<file path="src/rtl/can_bt_pkg.sv">
package can_bt_pkg;
  typedef enum logic [1:0] {
    SEG_SYNC = 2'd0,
    SEG_PH1  = 2'd1,
    SEG_PH2  = 2'd2
  } seg_e;

  function automatic logic vote3(input logic a, input logic b, input logic c);
    return (a & b) | (a & c) | (b & c);
  endfunction
endpackage

</file>
<file path="src/rtl/can_bt_cfg.sv">
module can_bt_cfg #(
  parameter int BRP_W  = 6,
  parameter int SEG1_W = 4,
  parameter int SEG2_W = 3,
  parameter int SJW_W  = 2
) (
  input  logic              clk,
  input  logic              rst,
  input  logic              run,
  input  logic              we,
  input  logic [BRP_W-1:0]  brp_in,
  input  logic [SEG1_W-1:0] t1_in,
  input  logic [SEG2_W-1:0] t2_in,
  input  logic [SJW_W-1:0]  sjw_in,
  input  logic              tri_in,
  output logic              init_mode,
  output logic [BRP_W-1:0]  brp_q,
  output logic [SEG1_W-1:0] t1_q,
  output logic [SEG2_W-1:0] t2_q,
  output logic [SJW_W-1:0]  sjw_q,
  output logic              tri_q
);
  localparam logic [SEG1_W-1:0] T1_MIN  = SEG1_W'(1);
  localparam logic [SEG2_W-1:0] T2_MIN  = SEG2_W'(1);
  localparam logic [SJW_W-1:0]  SJW_MIN = SJW_W'(1);

  always_ff @(posedge clk) begin
    if (rst) begin
      init_mode <= 1'b1;
      brp_q     <= '0;
      t1_q      <= T1_MIN;
      t2_q      <= T2_MIN;
      sjw_q     <= SJW_MIN;
      tri_q     <= 1'b0;
    end else begin
      init_mode <= ~run;
      if (we && init_mode) begin
        brp_q <= brp_in;
        t1_q  <= (t1_in == '0) ? T1_MIN : t1_in;
        t2_q  <= (t2_in == '0) ? T2_MIN : t2_in;
        sjw_q <= (sjw_in == '0) ? SJW_MIN : sjw_in;
        tri_q <= tri_in;
      end
    end
  end


  cfg_lock_chk: assert property (@(posedge clk) disable iff (rst)
    !init_mode |=> $stable({brp_q, t1_q, t2_q, sjw_q, tri_q}));


  cfg_min_chk: assert property (@(posedge clk) disable iff (rst)
    (t1_q != '0) && (t2_q != '0) && (sjw_q != '0));
endmodule

</file>
<file path="src/rtl/can_bt_prescale.sv">
module can_bt_prescale #(
  parameter int BRP_W = 6
) (
  input  logic             clk,
  input  logic             rst,
  input  logic             run,
  input  logic [BRP_W-1:0] brp,
  output logic             tq_end,
  output logic             tq_start
);
  logic [BRP_W-1:0] pcnt;

  assign tq_end   = run && (pcnt == brp);
  assign tq_start = run && (pcnt == '0);

  always_ff @(posedge clk) begin
    if (rst || !run) pcnt <= '0;
    else if (pcnt == brp) pcnt <= '0;
    else pcnt <= pcnt + 1'b1;
  end


  psc_range_chk: assert property (@(posedge clk) disable iff (rst)
    pcnt <= brp);


  psc_wrap_chk: assert property (@(posedge clk) disable iff (rst)
    (run && tq_end) |=> (pcnt == '0));
endmodule

</file>
<file path="src/rtl/can_bt_seq.sv">
module can_bt_seq
  import can_bt_pkg::*;
#(
  parameter int SEG1_W = 4,
  parameter int SEG2_W = 3,
  parameter int SJW_W  = 2
) (
  input  logic              clk,
  input  logic              rst,
  input  logic              run,
  input  logic              tq_end,
  input  logic              tq_start,
  input  logic [SEG1_W-1:0] tseg1,
  input  logic [SEG2_W-1:0] tseg2,
  input  logic [SJW_W-1:0]  sjw,
  input  logic              triple,
  input  logic              rx_in,
  input  logic              tx_dom,
  output logic              rx_bit,
  output logic              sample_stb,
  output logic              tx_stb
);
  localparam int SEG_MAX = (SEG1_W > SEG2_W) ? SEG1_W : SEG2_W;
  localparam int CNT_W   = SEG_MAX + 1;

  seg_e             seg;
  logic [CNT_W-1:0] qcnt, ext, ts2_len;
  logic             resynced, prev_rx;
  logic [1:0]       hist;

  logic [CNT_W-1:0] sjw_x, e1, e2, adj1, adj2, ext_nxt, ts2_nxt, ph1_len;
  logic             edge_ok, rs_ph1, rs_ph2, ph1_done, ph2_done;

  assign sjw_x   = CNT_W'(sjw);
  assign edge_ok = run && prev_rx && !rx_in && !tx_dom && !resynced;
  assign rs_ph1  = edge_ok && (seg == SEG_PH1);
  assign rs_ph2  = edge_ok && (seg == SEG_PH2);

  always_comb begin
    e1      = qcnt + 1'b1;
    e2      = ts2_len - qcnt - 1'b1;
    adj1    = (e1 < sjw_x) ? e1 : sjw_x;
    adj2    = (e2 < sjw_x) ? e2 : sjw_x;
    ext_nxt = rs_ph1 ? adj1 : ext;
    ts2_nxt = rs_ph2 ? (ts2_len - adj2) : ts2_len;
    ph1_len = CNT_W'(tseg1) + ext_nxt;
  end

  assign ph1_done = tq_end && (seg == SEG_PH1) && (qcnt == ph1_len - 1'b1);
  assign ph2_done = tq_end && (seg == SEG_PH2) && (qcnt == ts2_nxt - 1'b1);

  always_ff @(posedge clk) begin
    if (rst) prev_rx <= 1'b1;
    else prev_rx <= rx_in;
  end

  always_ff @(posedge clk) begin
    if (rst) begin
      seg        <= SEG_SYNC;
      qcnt       <= '0;
      ext        <= '0;
      ts2_len    <= '0;
      resynced   <= 1'b0;
      hist       <= 2'b11;
      rx_bit     <= 1'b1;
      sample_stb <= 1'b0;
      tx_stb     <= 1'b0;
    end else if (!run) begin
      seg        <= SEG_SYNC;
      qcnt       <= '0;
      ext        <= '0;
      resynced   <= 1'b0;
      hist       <= 2'b11;
      sample_stb <= 1'b0;
      tx_stb     <= 1'b0;
    end else begin
      sample_stb <= ph1_done;
      tx_stb     <= (seg == SEG_SYNC) && tq_start;
      ext        <= ext_nxt;
      ts2_len    <= ts2_nxt;
      if (tq_end) hist <= {hist[0], rx_in};
      if (ph1_done) begin
        rx_bit   <= triple ? vote3(hist[1], hist[0], rx_in) : rx_in;
        resynced <= 1'b0;
      end else if (edge_ok && (seg != SEG_SYNC)) begin
        resynced <= 1'b1;
      end
      if (tq_end) begin
        unique case (seg)
          SEG_SYNC: begin
            seg  <= SEG_PH1;
            qcnt <= '0;
          end
          SEG_PH1: begin
            if (ph1_done) begin
              seg     <= SEG_PH2;
              qcnt    <= '0;
              ext     <= '0;
              ts2_len <= CNT_W'(tseg2);
            end else qcnt <= qcnt + 1'b1;
          end
          default: begin
            if (ph2_done) begin
              seg  <= SEG_SYNC;
              qcnt <= '0;
            end else qcnt <= qcnt + 1'b1;
          end
        endcase
      end
    end
  end


  sample_pulse_chk: assert property (@(posedge clk) disable iff (rst)
    sample_stb |=> !sample_stb);


  rx_hold_chk: assert property (@(posedge clk) disable iff (rst)
    !sample_stb |-> $stable(rx_bit));


  tx_apart_chk: assert property (@(posedge clk) disable iff (rst)
    tx_stb |-> !sample_stb);


  ext_bound_chk: assert property (@(posedge clk) disable iff (rst)
    ext <= sjw_x);


  ph2_bound_chk: assert property (@(posedge clk) disable iff (rst)
    (seg == SEG_PH2) |-> (qcnt < ts2_len));


  idle_quiet_chk: assert property (@(posedge clk) disable iff (rst)
    !run |=> (!sample_stb && !tx_stb));
endmodule

</file>
<file path="src/rtl/can_bit_timer.sv">
module can_bit_timer #(
  parameter int BRP_W  = 6,
  parameter int SEG1_W = 4,
  parameter int SEG2_W = 3,
  parameter int SJW_W  = 2
) (
  input  logic              clk,
  input  logic              rst,
  input  logic              run,
  input  logic              cfg_we,
  input  logic [BRP_W-1:0]  cfg_brp,
  input  logic [SEG1_W-1:0] cfg_tseg1,
  input  logic [SEG2_W-1:0] cfg_tseg2,
  input  logic [SJW_W-1:0]  cfg_sjw,
  input  logic              cfg_triple,
  input  logic              rx_in,
  input  logic              tx_dom,
  output logic              init_mode,
  output logic              rx_bit,
  output logic              sample_stb,
  output logic              tx_stb
);
  logic [BRP_W-1:0]  brp_q;
  logic [SEG1_W-1:0] t1_q;
  logic [SEG2_W-1:0] t2_q;
  logic [SJW_W-1:0]  sjw_q;
  logic              tri_q, tq_end, tq_start;

  can_bt_cfg #(.BRP_W(BRP_W), .SEG1_W(SEG1_W), .SEG2_W(SEG2_W), .SJW_W(SJW_W)) u_cfg (
    .clk(clk), .rst(rst), .run(run), .we(cfg_we),
    .brp_in(cfg_brp), .t1_in(cfg_tseg1), .t2_in(cfg_tseg2), .sjw_in(cfg_sjw),
    .tri_in(cfg_triple), .init_mode(init_mode),
    .brp_q(brp_q), .t1_q(t1_q), .t2_q(t2_q), .sjw_q(sjw_q), .tri_q(tri_q)
  );

  can_bt_prescale #(.BRP_W(BRP_W)) u_psc (
    .clk(clk), .rst(rst), .run(!init_mode), .brp(brp_q),
    .tq_end(tq_end), .tq_start(tq_start)
  );

  can_bt_seq #(.SEG1_W(SEG1_W), .SEG2_W(SEG2_W), .SJW_W(SJW_W)) u_seq (
    .clk(clk), .rst(rst), .run(!init_mode), .tq_end(tq_end), .tq_start(tq_start),
    .tseg1(t1_q), .tseg2(t2_q), .sjw(sjw_q), .triple(tri_q),
    .rx_in(rx_in), .tx_dom(tx_dom),
    .rx_bit(rx_bit), .sample_stb(sample_stb), .tx_stb(tx_stb)
  );
endmodule

</file>
<file path="config.mk">
export PLATFORM = sky130hd
export DESIGN_NAME = can_bit_timer
export DESIGN_NICKNAME = d
export VERILOG_FILES = /design/src/rtl/can_bt_pkg.sv /design/src/rtl/can_bt_cfg.sv /design/src/rtl/can_bt_prescale.sv /design/src/rtl/can_bt_seq.sv /design/src/rtl/can_bit_timer.sv
export SDC_FILE = /design/constraint.sdc
export NUM_CORES = 1
export LEC_CHECK = 0
export BUFFER_PORTS_ARGS = -buffer_cell sky130_fd_sc_hd__clkbuf_2
export CAP_MARGIN = 25
export CORE_UTILIZATION = 28
export CTS_CLUSTER_SIZE = 28
export DETAILED_ROUTE_END_ITERATION = 6
export HOLD_SLACK_MARGIN = 0.1
export PLACE_DENSITY = 0.51
export SLEW_MARGIN = 20
export SYNTH_ARGS = -nofsm -noshare
export SYNTH_HDL_FRONTEND = slang
export SYNTH_SLANG_ARGS = --single-unit
</file>
<file path="constraint.sdc">
create_clock -name clk -period 6 [get_ports clk]
set_clock_uncertainty 0.2 [all_clocks]
set_input_delay 0.3 -clock clk [delete_from_list [all_inputs] [get_ports clk]]
set_output_delay 0.3 -clock clk [all_outputs]
set_load 0.05 [all_outputs]
</file>
==> Word level (Yosys, flattened, before mapping) <==
Index checks and enable logic that the tools add are counted.
{ "classes": {"n_addsub": 8, "magnitude_cmp": 2, "eq_ne": 6, "mux": 20, "n_bitwise": 7, "reduce_logical": 32} }
{ "op_table": {"columns": ["op", "count"], "rows": [
  ["$mux W5", 12],
  ["$logic_and A1 B1 Y1", 15],
  ["$sub A5 B1 Y5 const B", 3],
  ["$eq A5 B5 Y1", 2],
  ["$lt A5 B2 Y1", 2],
  ["$pmux W5 S2", 1],
  ["$sub A5 B5 Y5", 2],
  ["$add A6 B1 Y6 const B", 1],
  ["$eq A6 B6 Y1", 1],
  ["$logic_not A6 Y1", 1],
  ["$mux W2", 3],
  ["$add A4 B5 Y5", 1],
  ["$add A5 B1 Y5 const B", 1],
  ["$logic_not A1 Y1", 4],
  ["$logic_not A2 Y1", 2],
  ["$logic_not A4 Y1", 1],
  ["$mux W4", 1],
  ["$pmux W2 S2", 1],
  ["$reduce_or A2 Y1", 2],
  ["$and A1 B1 Y1", 3],
  ["$logic_not A3 Y1", 1],
  ["$mux W3", 1],
  ["$reduce_and A3 Y1", 1],
  ["$reduce_bool A3 Y1", 1],
  ["other kinds (10)", 12]
]} }
{ "word_totals": {"regBits": 47, "word_cells": 92} }

==> Logic depth before layout (Yosys ltp) <==
Gate-level depths: netlist of the first run.
{ "depth": {"word_depth": 14, "depth_mapped": 22, "ltp_nobuf": 21} }

==> Hierarchy <==
From an unflattened synthesis of the first run, not the netlist that was laid out.
{ "unflattened": {"cells_unflattened": 365, "area_unflattened_um2": 3254.4} }
{ "by_module_without_submodules": {"columns": ["module", "instances", "cells_per_inst", "area_each_um2"], "rows": [
  ["can_bt_seq", 1, 248, 2014.4],
  ["can_bt_cfg", 1, 75, 833.3],
  ["can_bt_prescale", 1, 41, 402.9],
  ["can_bit_timer", 1, 1, 3.8]
]} }

==> Least setup slack after synthesis of the first run <==
Ideal clock, no wire load.
{ "synth_path": {"path_kind": "reg2reg", "startpoint": "register u_seq.qcnt[0]", "endpoint": "register u_seq.qcnt[2]", "setup_ns": 0.132, "arrival_time_ns": 4.280, "t_required_ns": 5.668, "setup_slack_ns": 1.388, "path_stages_with_launch": 22, "n_path_buf": 1, "path_cell_list": "dfxtp_1 > clkbuf_1 > inv_1 > ha_1 > inv_1 > fa_1 > inv_1 > ha_1 > a21oi_1 > nand4_1 > mux2_2 > ha_1 > fa_1 > nand2_1 > o21ai_0 > ha_1 > xor2_1 > nand2_1 > a2111oi_4 > o221ai_2 > a311oi_2 > a2111oi_1"} }
{ "synth_via": {"elab_chain_len": 11} }
{ "synth_rtl": {"columns": ["element", "line_no", "text"], "rows": [
  ["from (decl)", "can_bt_seq.sv:27", "logic [CNT_W-1:0] qcnt, ext, ts2_len;"],
  ["from (signal assigned)", "can_bt_seq.sv:100", "end else qcnt <= qcnt + 1'b1;"],
  ["from (signal assigned)", "can_bt_seq.sv:106", "end else qcnt <= qcnt + 1'b1;"],
  ["$sub A5 B5 Y5", "can_bt_seq.sv:41", "e2 = ts2_len - qcnt - 1'b1;"],
  ["$sub A5 B1 Y5", "can_bt_seq.sv:41", null],
  ["$lt A5 B2 Y1", "can_bt_seq.sv:43", "adj2 = (e2 < sjw_x) ? e2 : sjw_x;"],
  ["$mux W5", "can_bt_seq.sv:43", null],
  ["$sub A5 B5 Y5", "can_bt_seq.sv:45", "ts2_nxt = rs_ph2 ? (ts2_len - adj2) : ts2_len;"],
  ["$mux W5", "can_bt_seq.sv:45", null],
  ["$sub A5 B1 Y5", "can_bt_seq.sv:50", "assign ph2_done = tq_end && (seg == SEG_PH2) && (qcnt == ts2_nxt - 1'b1);"],
  ["$eq A5 B5 Y1", "can_bt_seq.sv:50", null],
  ["$logic_and A1 B1 Y1", "can_bt_seq.sv:50", null],
  ["$mux W5", "can_bt_seq.sv:103", "if (ph2_done) begin"],
  ["$pmux W5 S2 (*)", "can_bt_seq.sv:89", "unique case (seg)"]
]} }
Every way passes the cells marked *; elsewhere a longest branch is shown, timed or not.
A chain may end at the register's enable or synchronous reset.

==> Worst setup path after layout of the first run <==
{ "layout_path": {"startpoint": "register u_seq.qcnt[0]", "endpoint": "register u_seq.qcnt[0]"} }
The elaborated chain is that of the path after synthesis.

==> flow_summary.ini, run 1 <==
[power_and_ir_drop]
ir_worst_vdd_v = 0.0001076
power_mw = 0.6621
power-per-cell-area_nw_per_um2 = 193.1
p_leak_nw = 1.286

[global_routing]
grt_usage = 0.1336
overflow = 0
grt_pass1_wl_um = 11600
grt_max_degree = 24
grt.busiest_layer = met2
use_met3 = 0.01888
grt_pass1_vias = 2396
antenna_found_initial = 0
met1_usage = 0.1674
grtUsageMet2 = 0.2339

[sta]
setup_slack_ns = 1.143
drv_slew = 0
finalCriticalPeriod_ns = 4.857
whs_ns = 0.1832
rsz0062_at_grt = no
tightest_slew_ns = 0.9379
hold_viol_final = 0
post-route-period-util = 0.8094
relSlewSlack = 0.3699
setup_viol = 0
fmax_mhz = 205.9
fin_setup_tns_ns = 0

[worst_hold_path]
hp-class = input port to register
hold_path_startpoint = tx_dom
min_path_cells = 4

[yosys]
ys_seq_area_frac = 0.3257
yosysUniqueCellTypes = 51
synth-edff-count = 0
ys_ff_latch = 47
synth_area_per_cell_sq_um = 8.326
synth_ff_type = dfxtp_1
syn_area_sq_um = 2889
yosysWarnings = 0
syn_inst = 347
synthArstFlopShare = 0

[cells_and_area]
multiInputGateArea_sq_um = 1788
ff_latch_area_sq_um = 940.9
nets = 433
post-route-util = 0.3475
fill_cells = 1037
antenna_cells = 0
areaGrowthSynthToFinish_pct = 18.67
final_common_cell = dfxtp_1
drive_above_1_share = 0.1186
final_cell_mix = 47 x dfxtp_1, 43 x nand2_1, 32 x a21oi_1

[route]
drt-total-wl_um = 6742
wl_per_cell_um = 12.94
ant_nets = 0
vias_per_cell = 4.741
dr.pass1.iters = 4
initialDrtViolationCount = 96
vias = 2470
drc_errors = 0

[placed_design]
dp_hpwl_um = 5030
gp_congestion = 0.8124
pre_cts_slack_ns = 1.158
portBuffers = 25

[die]
die_h_um = 103.6
die-area_sq_um = 10730
start_util = 0.2929
ioPinCount = 26
coreArea_sq_um = 9864
die_w_um = 103.6
rows = 36

[worst_setup_path]
worst-path-max-fanout = 8
cp.required_ns = 5.95
rr_worst_depth = 20
worstSetupPathType = register to register
crit_start = u_seq.qcnt[0]
endpoint_kind = register
r2r_start = u_seq.qcnt[0]
worst_ep_arrival_time_ns = 4.81
worstSetupStartpointType = register
r2r_setup_slack_ns = 1.14

[clocking]
cts-buffers-inserted = 5
cts_tree = done
insertion_delay_ns = 0.31
htree_levels = 2
clkSlewWorstSetupHoldPaths_ns = 0.09
cts_root_buf = clkbuf_8
cts_sinks = 47
cts_resized = 0
clock_path_buffers = 2

[run_status]
status = finished clean

[run]
cap_violations = 0
metal layers:
layer / share of wire / routed length, um
met5: 0 / 0
met4: 0.013 / 90
met3: 0.027 / 181
met2: 0.49 / 3306
met1: 0.47 / 3164
critical path, stage by stage (launching register included):
cell       delay [ns]
dfxtp_1          0.48
inv_1            0.13
ha_1             0.21
inv_1            0.07
fa_1             0.42
inv_1            0.07
ha_1             0.21
a21oi_1          0.12
nand4_1          0.17
mux2_2           0.32
ha_1             0.20
fa_1             0.47
nand2_1          0.07
o21ai_0          0.11
ha_1             0.31
xor2_1           0.14
nand2_1          0.10
a2111oi_4        0.37
o221ai_2         0.17
a41oi_1          0.24
o22ai_1          0.12
stage by stage:
stage	std cells	cell area, sq um
6_report	521	3428
5_1_grt	521	3428
4_1_cts	521	3428
3_5_place_dp	495	3133
3_3_place_gp	495	3127
2_1_floorplan	348	2893
path summary, 6_finish.rpt:
kind | end
worst min-delay path | u_seq.resynced
worst max-delay path | u_seq.qcnt[0]
worst min register to register | u_seq.ext[3]
worst max register to register | u_seq.qcnt[0]
registers in the layout, summed over array words and instances (netlist names), 2 cells and up:
signal         cells
u_seq.ts2_len      5
u_cfg.t1_q         4
u_cfg.brp_q        6
u_cfg.sjw_q        2
u_cfg.t2_q         3
u_seq.seg          2
u_seq.ext          5
u_seq.qcnt         5
u_psc.pcnt         6
u_seq.hist         2
final cells by class:
| cell class | instances | area share |
|---|---|---|
| Multi-Input combinational cell | 261 | 0.5215 |
| Sequential cell | 47 | 0.2745 |
| Timing Repair Buffer | 44 | 0.09124 |
| Tap cell | 133 | 0.04854 |
| Inverter | 28 | 0.03066 |
| Clock buffer | 5 | 0.02007 |
| Clock inverter | 3 | 0.01350 |
power by group:
group	leakage [nW]	total [mW]	switching, mW	internal, mW
logic	0.849	0.0916	0.0497	0.0419
registers	0.382	0.327	0.00714	0.320
clock network	0.0548	0.244	0.118	0.126
logic make-up after synthesis:
kind of cell | after synthesis | share of synthesized area
muxes | 8 | 0.02815
xor gates and xnor gates | 32 | 0.09961
adders and majority gates | 24 | 0.1117
buffers and inverters | 40 | 0.05890
other | 1 | 0.001298
DFF | 47 | 0.3257
AOI/OAI and AO/OA | 68 | 0.1572
and+or+nand+nor | 127 | 0.2174
cells in the mapped netlist (all sizes together), types with 2 or more instances:
cell / number / area share
ha: 21 / 0.091
a21oi: 32 / 0.055
mux2i: 7 / 0.024
nand4: 4 / 0.0087
o21ai: 11 / 0.019
inv: 28 / 0.036
a21o: 5 / 0.013
nand2b: 9 / 0.019
fa: 3 / 0.021
nor4: 4 / 0.0087
nor2: 26 / 0.034
buf: 4 / 0.012
nor3: 8 / 0.014
a31oi: 2 / 0.0043
a2111oi: 3 / 0.016
clkbuf: 8 / 0.010
o32ai: 2 / 0.0061
dfxtp: 47 / 0.33
nand2: 44 / 0.060
o211ai: 2 / 0.0052
or2: 2 / 0.0043
nand3: 11 / 0.019
xnor2: 20 / 0.061
or3: 7 / 0.017
a211o: 2 / 0.0061
a22oi: 3 / 0.0078
and3: 3 / 0.0065
xor2: 12 / 0.039
timing repair:
action	in CTS	in global routing
hold buffers	18	0
buffers inserted	0	0
endpoints found under the hold margin	18	0
setup endpoints to repair	0	0
(Power assumes the default switching activity.)
==> run 2, diff against run 1 <==
ABC_AREA = 1   (was default)
clock period = 4.75 ns   (was 6 ns; I/O delays follow)
==> run 2 against run 1 <==
  * Synthesized cell count is 22% higher
  * Clock-buffer cell count is 1 higher
  * Sequential cell count unchanged
  * Final cell count up 17%
  * Sequential share of layout area decreased by 1.1 points
  * Register-to-register slack worse by 0.82 ns
  * Area after synthesis up 1.8%
  * Hold slack improved by 0.082 ns
  * Via count grew 11%
  * Wire length is 9.2% higher
  * Sequential power up 26%
==> flow_summary.ini, run 2 <==
[clocking]
clock_path_buffers = 2
cts_tree = done
clkSlewWorstSetupHoldPaths_ns = 0.10
postCtsSetupBuffers = 0
cts_root_buf = clkbuf_8
htree_levels = 2
cts-buffers-inserted = 5
cts_sinks = 47
insertion_delay_ns = 0.31

[yosys]
synth_ff_type = dfxtp_1
synth_top_area_frac = 0.3199
synth_area_per_cell_sq_um = 6.938
netlist_top_cells_count = 90 x nand2_1, 62 x inv_1, 47 x dfxtp_1
syn_area_sq_um = 2942
synth_top_area_cell = dfxtp_1
ys_seq_area_frac = 0.3199
ys_ff_latch = 47
yosysWarnings = 0
synth-edff-count = 0
netlist_top_cells_area = dfxtp_1 32%, nand2_1 11%, ha_1 8.9%
synthArstFlopShare = 0
syn_inst = 424
yosysUniqueCellTypes = 38
synth.most_common_cell = nand2_1

[worst_setup_path]
endpoint_kind = register
cp.required_ns = 4.79
worstSetupStartpointType = register
worst-path-max-fanout = 8
worstSetupPathType = register to register
worst_ep_arrival_time_ns = 4.47

[die]
rows = 37
ioPinCount = 26
die_w_um = 104.5
die-area_sq_um = 10920
start_util = 0.2875
die_h_um = 104.5
coreArea_sq_um = 10230

[power_and_ir_drop]
switching_share = 0.2695
ir_worst_vdd_v = 0.0001325
pwr-share-clk = 0.373
p_leak_nw = 1.622
power-per-cell-area_nw_per_um2 = 243.5
power_frac_comb = 0.153
power_mw = 0.8715
seq_power_share = 0.474
p_sw_mw = 0.2349
p_int_mw = 0.6366

[run_status]
status = finished clean

[sta]
tightest_slew_ns = 0.6920
fmax_mhz = 225.9
hold_viol_final = 0
setup_viol = 0
drv_slew = 0
rsz0062_at_grt = no
finalCriticalPeriod_ns = 4.428
relSlewSlack = 0.5375
post-route-period-util = 0.9322
fin_setup_tns_ns = 0

[global_routing]
grt_pass1_vias = 2515
use_met3 = 0.02068
grt.busiest_layer = met2
grt_max_degree = 25
antenna_found_initial = 0
met1_usage = 0.1710
grt_usage = 0.1366
grt_pass1_wl_um = 11870
overflow = 0
grtUsageMet2 = 0.2446

[placed_design]
dp_hpwl_um = 5601
gp_congestion = 0.8260
placed_area_sq_um = 3232
portBuffers = 25

[cells_and_area]
antenna_cells = 0
multiInputGateArea_sq_um = 1720
fin_area_sq_um = 3578
final_common_cell = nand2_1
largest_registers = u_cfg.brp_q x6, u_psc.pcnt x6
areaGrowthSynthToFinish_pct = 21.65
fill_cells = 1089
post-route-util = 0.3498
drive_above_1_share = 0.1282
final_cell_mix = 90 x nand2_1, 61 x inv_1, 46 x dfxtp_1
nets = 521
ff_latch_area_sq_um = 942.2

[route]
drc_errors = 0
initialDrtViolationCount = 113
dr.pass1.iters = 5
ant_nets = 0
vias_per_cell = 4.464
wl_per_cell_um = 12.03
vias = 2732
drt-total-wl_um = 7364

[worst_hold_path]
hp-class = register to register

[run]
cap_violations = 0
[run 2: changes by cell type in the layout (fill, tap and decap cells not counted), moves of 4 or more]
| cell | delta |
|---|---|
| dlygate4sd3_1 | +4 |
| o21ai_0 | +11 |
| nand3_1 | +24 |
| nor2_1 | +15 |
| a21o_1 | -5 |
| inv_1 | +33 |
| inv_2 | +6 |
| nand2b_1 | -9 |
| xnor2_1 | -11 |
| or3_1 | -6 |
| nand2_1 | +47 |
| mux2i_1 | -7 |
[run 2: worst max-delay path, cell delays in order, from the launching register on]
cell and delay, ns:
dfxtp_2 0.38, inv_2 0.12, ha_1 0.20, inv_1 0.06, fa_1 0.48, inv_1 0.05, ha_1 0.26, o21ai_0 0.08
nand4_1 0.18, nor2_1 0.13, a21oi_1 0.05, ha_1 0.22, fa_1 0.51, nand3_1 0.09, nand2_1 0.11, ha_1 0.24
or2_2 0.27, nand3_1 0.08, nor2_1 0.05, nand3_1 0.09, nor2_1 0.05, nand3_1 0.07, nand2_1 0.08, nand2_2 0.11
nand2_1 0.08, a21oi_2 0.13
[run 2: power groups by stage]
stage | Sequential (mW) | Combinational, mW | Clock, mW
after CTS | 0.413 | 0.134 | 0.330
after floorplan | 0.423 | 0.0853 | 0
after global placement | 0.422 | 0.119 | 0
final | 0.413 | 0.133 | 0.325
after detailed placement | 0.422 | 0.119 | 0
after global routing | 0.415 | 0.150 | 0.346
[run 2: worst paths after layout]
path	start	to	depth (start not counted)	slack, ns
max	u_seq.qcnt[0]	u_seq.qcnt[1]	25	0.32
min	u_seq.ext[2]	u_seq.ext[2]	2	0.27
max reg2reg	u_seq.qcnt[0]	u_seq.qcnt[1]	25	0.32
min reg2reg	u_seq.ext[2]	u_seq.ext[2]	2	0.27
[run 2: timing repair]
action	CTS	global route
resized for setup	0	3
endpoints found under the hold margin	22	0
endpoints found under the setup margin	0	5
hold buffers	22	0
[run 2: metal layers]
metal	wire, um	up-vias	part of all wire
li1	-	1454	-
met1	3527	1226	0.48
met2	3576	46	0.49
met3	197	6	0.027
met4	63	0	0.0086
met5	0	-	0
[run 2: area by class of cell]
class / count / share of cell area
multi-input combinational: 302 / 0.4808
tap: 136 / 0.04755
clock buffer: 6 / 0.02308
timing repair buffer: 49 / 0.1007
clock inverter: 2 / 0.01084
inverter: 70 / 0.07378
sequential: 47 / 0.2633
[run 2: stage by stage]
stage                     instances  hold WS, ns  setup slack (ns)
after global routing            612       0.2851           0.01984
after floorplan                 425       0.1075            0.7819
after CTS                       612       0.2712            0.1853
after detailed placement        582       0.2002            0.1952
after global placement          582       0.1961            0.2733
final                           612       0.2652            0.3223
[run 2: kinds of logic after synthesis]
| group | Yosys count | synth area share |
|---|---|---|
| XOR/XNOR | 19 | 0.05913 |
| flip-flops | 47 | 0.3199 |
| other | 1 | 0.001275 |
| AND/OR/NAND/NOR | 193 | 0.2956 |
| adder cells (fa/ha/maj) | 24 | 0.1097 |
| buffers and inverters | 76 | 0.09783 |
| AO/OA/AOI/OAI | 64 | 0.1165 |
==> run 3, diff against run 2 <==
CORE_UTILIZATION = 33   (was 28)
PLACE_DENSITY = 0.56   (was 0.51)
==> run 3 against run 2 <==
  * Sequential power about the same
  * Die area fell by 15%
  * Final cell count decreased by 4.7%
  * Combinational power barely moved
  * Critical path type unchanged
  * Total power shrank 2.0%
  * Sequential cell count is the same
  * Setup slack gained 0.090 ns
  * Largest power group unchanged
  * First-iteration DRC count shrank 8.0%
==> flow_summary.ini, run 3 (synthesis results as in run 2) <==
[run_status]
status = finished clean

[global_routing]
grt_pass1_wl_um = 12340
grt_pass1_vias = 2695
grt_max_degree = 25
antenna_found_initial = 0
grt_usage = 0.1757
overflow = 0

[sta]
tightest_slew_ns = 0.6664
setup_viol = 0
fin_setup_tns_ns = 0
finalCriticalPeriod_ns = 4.337
post-route-period-util = 0.9131
hold_viol_final = 0
whs_ns = 0.2606
rsz0062_at_grt = no
relSlewSlack = 0.5547
fmax_mhz = 230.6
drv_slew = 0

[worst_setup_path]
critPathMaxStageDelay_ns = 0.49
worst-path-max-fanout = 8
worst_path_max_delay_cell = fa_1
endpoint_kind = register
cp_top_family = adder cells
r2r_setup_slack_ns = 0.41
crit_path_end = u_seq.qcnt[3]
r2r_start = u_seq.qcnt[0]
worst_ep_arrival_time_ns = 4.37
r2r-end = u_seq.qcnt[3]
crit_cells = 25
worstSetupStartpointType = register
rr_worst_depth = 25
cp_num_buf_inv = 3
crit_start = u_seq.qcnt[0]
worstSetupPathType = register to register
cp.required_ns = 4.79

[power_and_ir_drop]
power-per-cell-area_nw_per_um2 = 242.3
p_leak_nw = 1.610
power_mw = 0.8542
ir_worst_vdd_v = 0.0001171

[cells_and_area]
drive_above_1_share = 0.1221
antenna_cells = 0
largest_registers = u_cfg.brp_q x6, u_psc.pcnt x6
areaGrowthSynthToFinish_pct = 19.86
stdcell_count = 583
fill_cells = 933
post-route-util = 0.4063
final_cell_mix = 90 x nand2_1, 62 x inv_1, 46 x dfxtp_1
final_common_cell = nand2_1
nets = 520

[route]
dr.pass1.iters = 5
wl_per_cell_um = 12.38
drc_errors = 0
initialDrtViolationCount = 104
vias_per_cell = 4.731
vias = 2758
drt-total-wl_um = 7219
ant_nets = 0

[placed_design]
gp_congestion = 0.8936
portBuffers = 25
dp_hpwl_um = 5545
dp.cells = 553

[die]
die-area_sq_um = 9296
die_h_um = 96.42
ioPinCount = 26
rows = 34
start_util = 0.3390
coreArea_sq_um = 8678
die_w_um = 96.42

[worst_hold_path]
hp-class = register to register

[clocking]
clkSlewWorstSetupHoldPaths_ns = 0.09
cts_sinks = 47
cts-buffers-inserted = 5
cts_tree = done
cts_root_buf = clkbuf_8
htree_levels = 2
clock_path_buffers = 2
insertion_delay_ns = 0.31
postCtsSetupBuffers = 0

[run]
cap_violations = 0
[run 3: worst register-to-register path: stages (launching register included)]
cell     delay [ns]
dfxtp_2        0.37
inv_1          0.14
ha_1           0.19
inv_1          0.05
fa_1           0.47
inv_1          0.05
ha_1           0.25
o21ai_0        0.09
nand4_1        0.20
nor2_1         0.13
a21oi_1        0.05
ha_1           0.21
fa_1           0.49
nand3_1        0.09
nand2_1        0.11
ha_1           0.24
or2_2          0.27
nand3_1        0.07
nor2_1         0.05
nand3_1        0.08
nor2_1         0.04
nand3_1        0.06
nand2_1        0.07
nand2_2        0.11
nand2_1        0.07
a21oi_1        0.12
[run 3: repair_timing]
action,CTS,global route
hold buffers,22,0
resized for setup,0,1
endpoints found under the hold margin,23,0
setup endpoints to repair,0,5
[run 3: area by class of cell]
cell class              count  area [sq um]  share of cell area
clock inverters             3         46.29             0.01313
clock buffers               5         68.82             0.01952
well taps                 108         135.1             0.03833
inverters                  70         264.0             0.07488
flip-flops and latches     47         942.2              0.2672
repair buffers             48         352.8              0.1001
multi-input cells         302          1717              0.4869
[run 3: worst min path at each step]
stage	start	to	slack [ns]	cells past startpoint
4_1_cts	u_seq.ext[3]	u_seq.ext[3]	0.26	2
2_1_floorplan	run	u_cfg.init_mode	0.11	1
3_5_place_dp	run	u_cfg.init_mode	0.20	2
6_report	u_seq.ext[3]	u_seq.ext[3]	0.26	2
3_3_place_gp	run	u_cfg.init_mode	0.19	2
5_1_grt	u_seq.ext[2]	u_seq.ext[2]	0.31	2
[run 3: report_power, final]
| part | internal, mW | total (mW) | switching, mW |
|---|---|---|---|
| sequential | 0.406 | 0.413 | 0.00727 |
| clock | 0.159 | 0.309 | 0.150 |
| combinational | 0.0568 | 0.132 | 0.0753 |
| total | 0.622 | 0.854 | 0.233 |
[run 3: metrics by stage]
step	setup WS (ns)	cell area, sq um
finish	0.4126	3526
global route	0.02685	3526
CTS	0.3521	3525
detailed placement	0.3755	3189
global placement	0.5259	3189
floorplan	0.7819	2945
[run 3: routing by layer]
metal / track usage / up-vias / part of all wire
met5: 0 / - / 0
met4: 0.06863 / 0 / 0.010
met3: 0.02739 / 6 / 0.031
met2: 0.3251 / 55 / 0.51
met1: 0.2013 / 1245 / 0.45
li1: - / 1452 / -
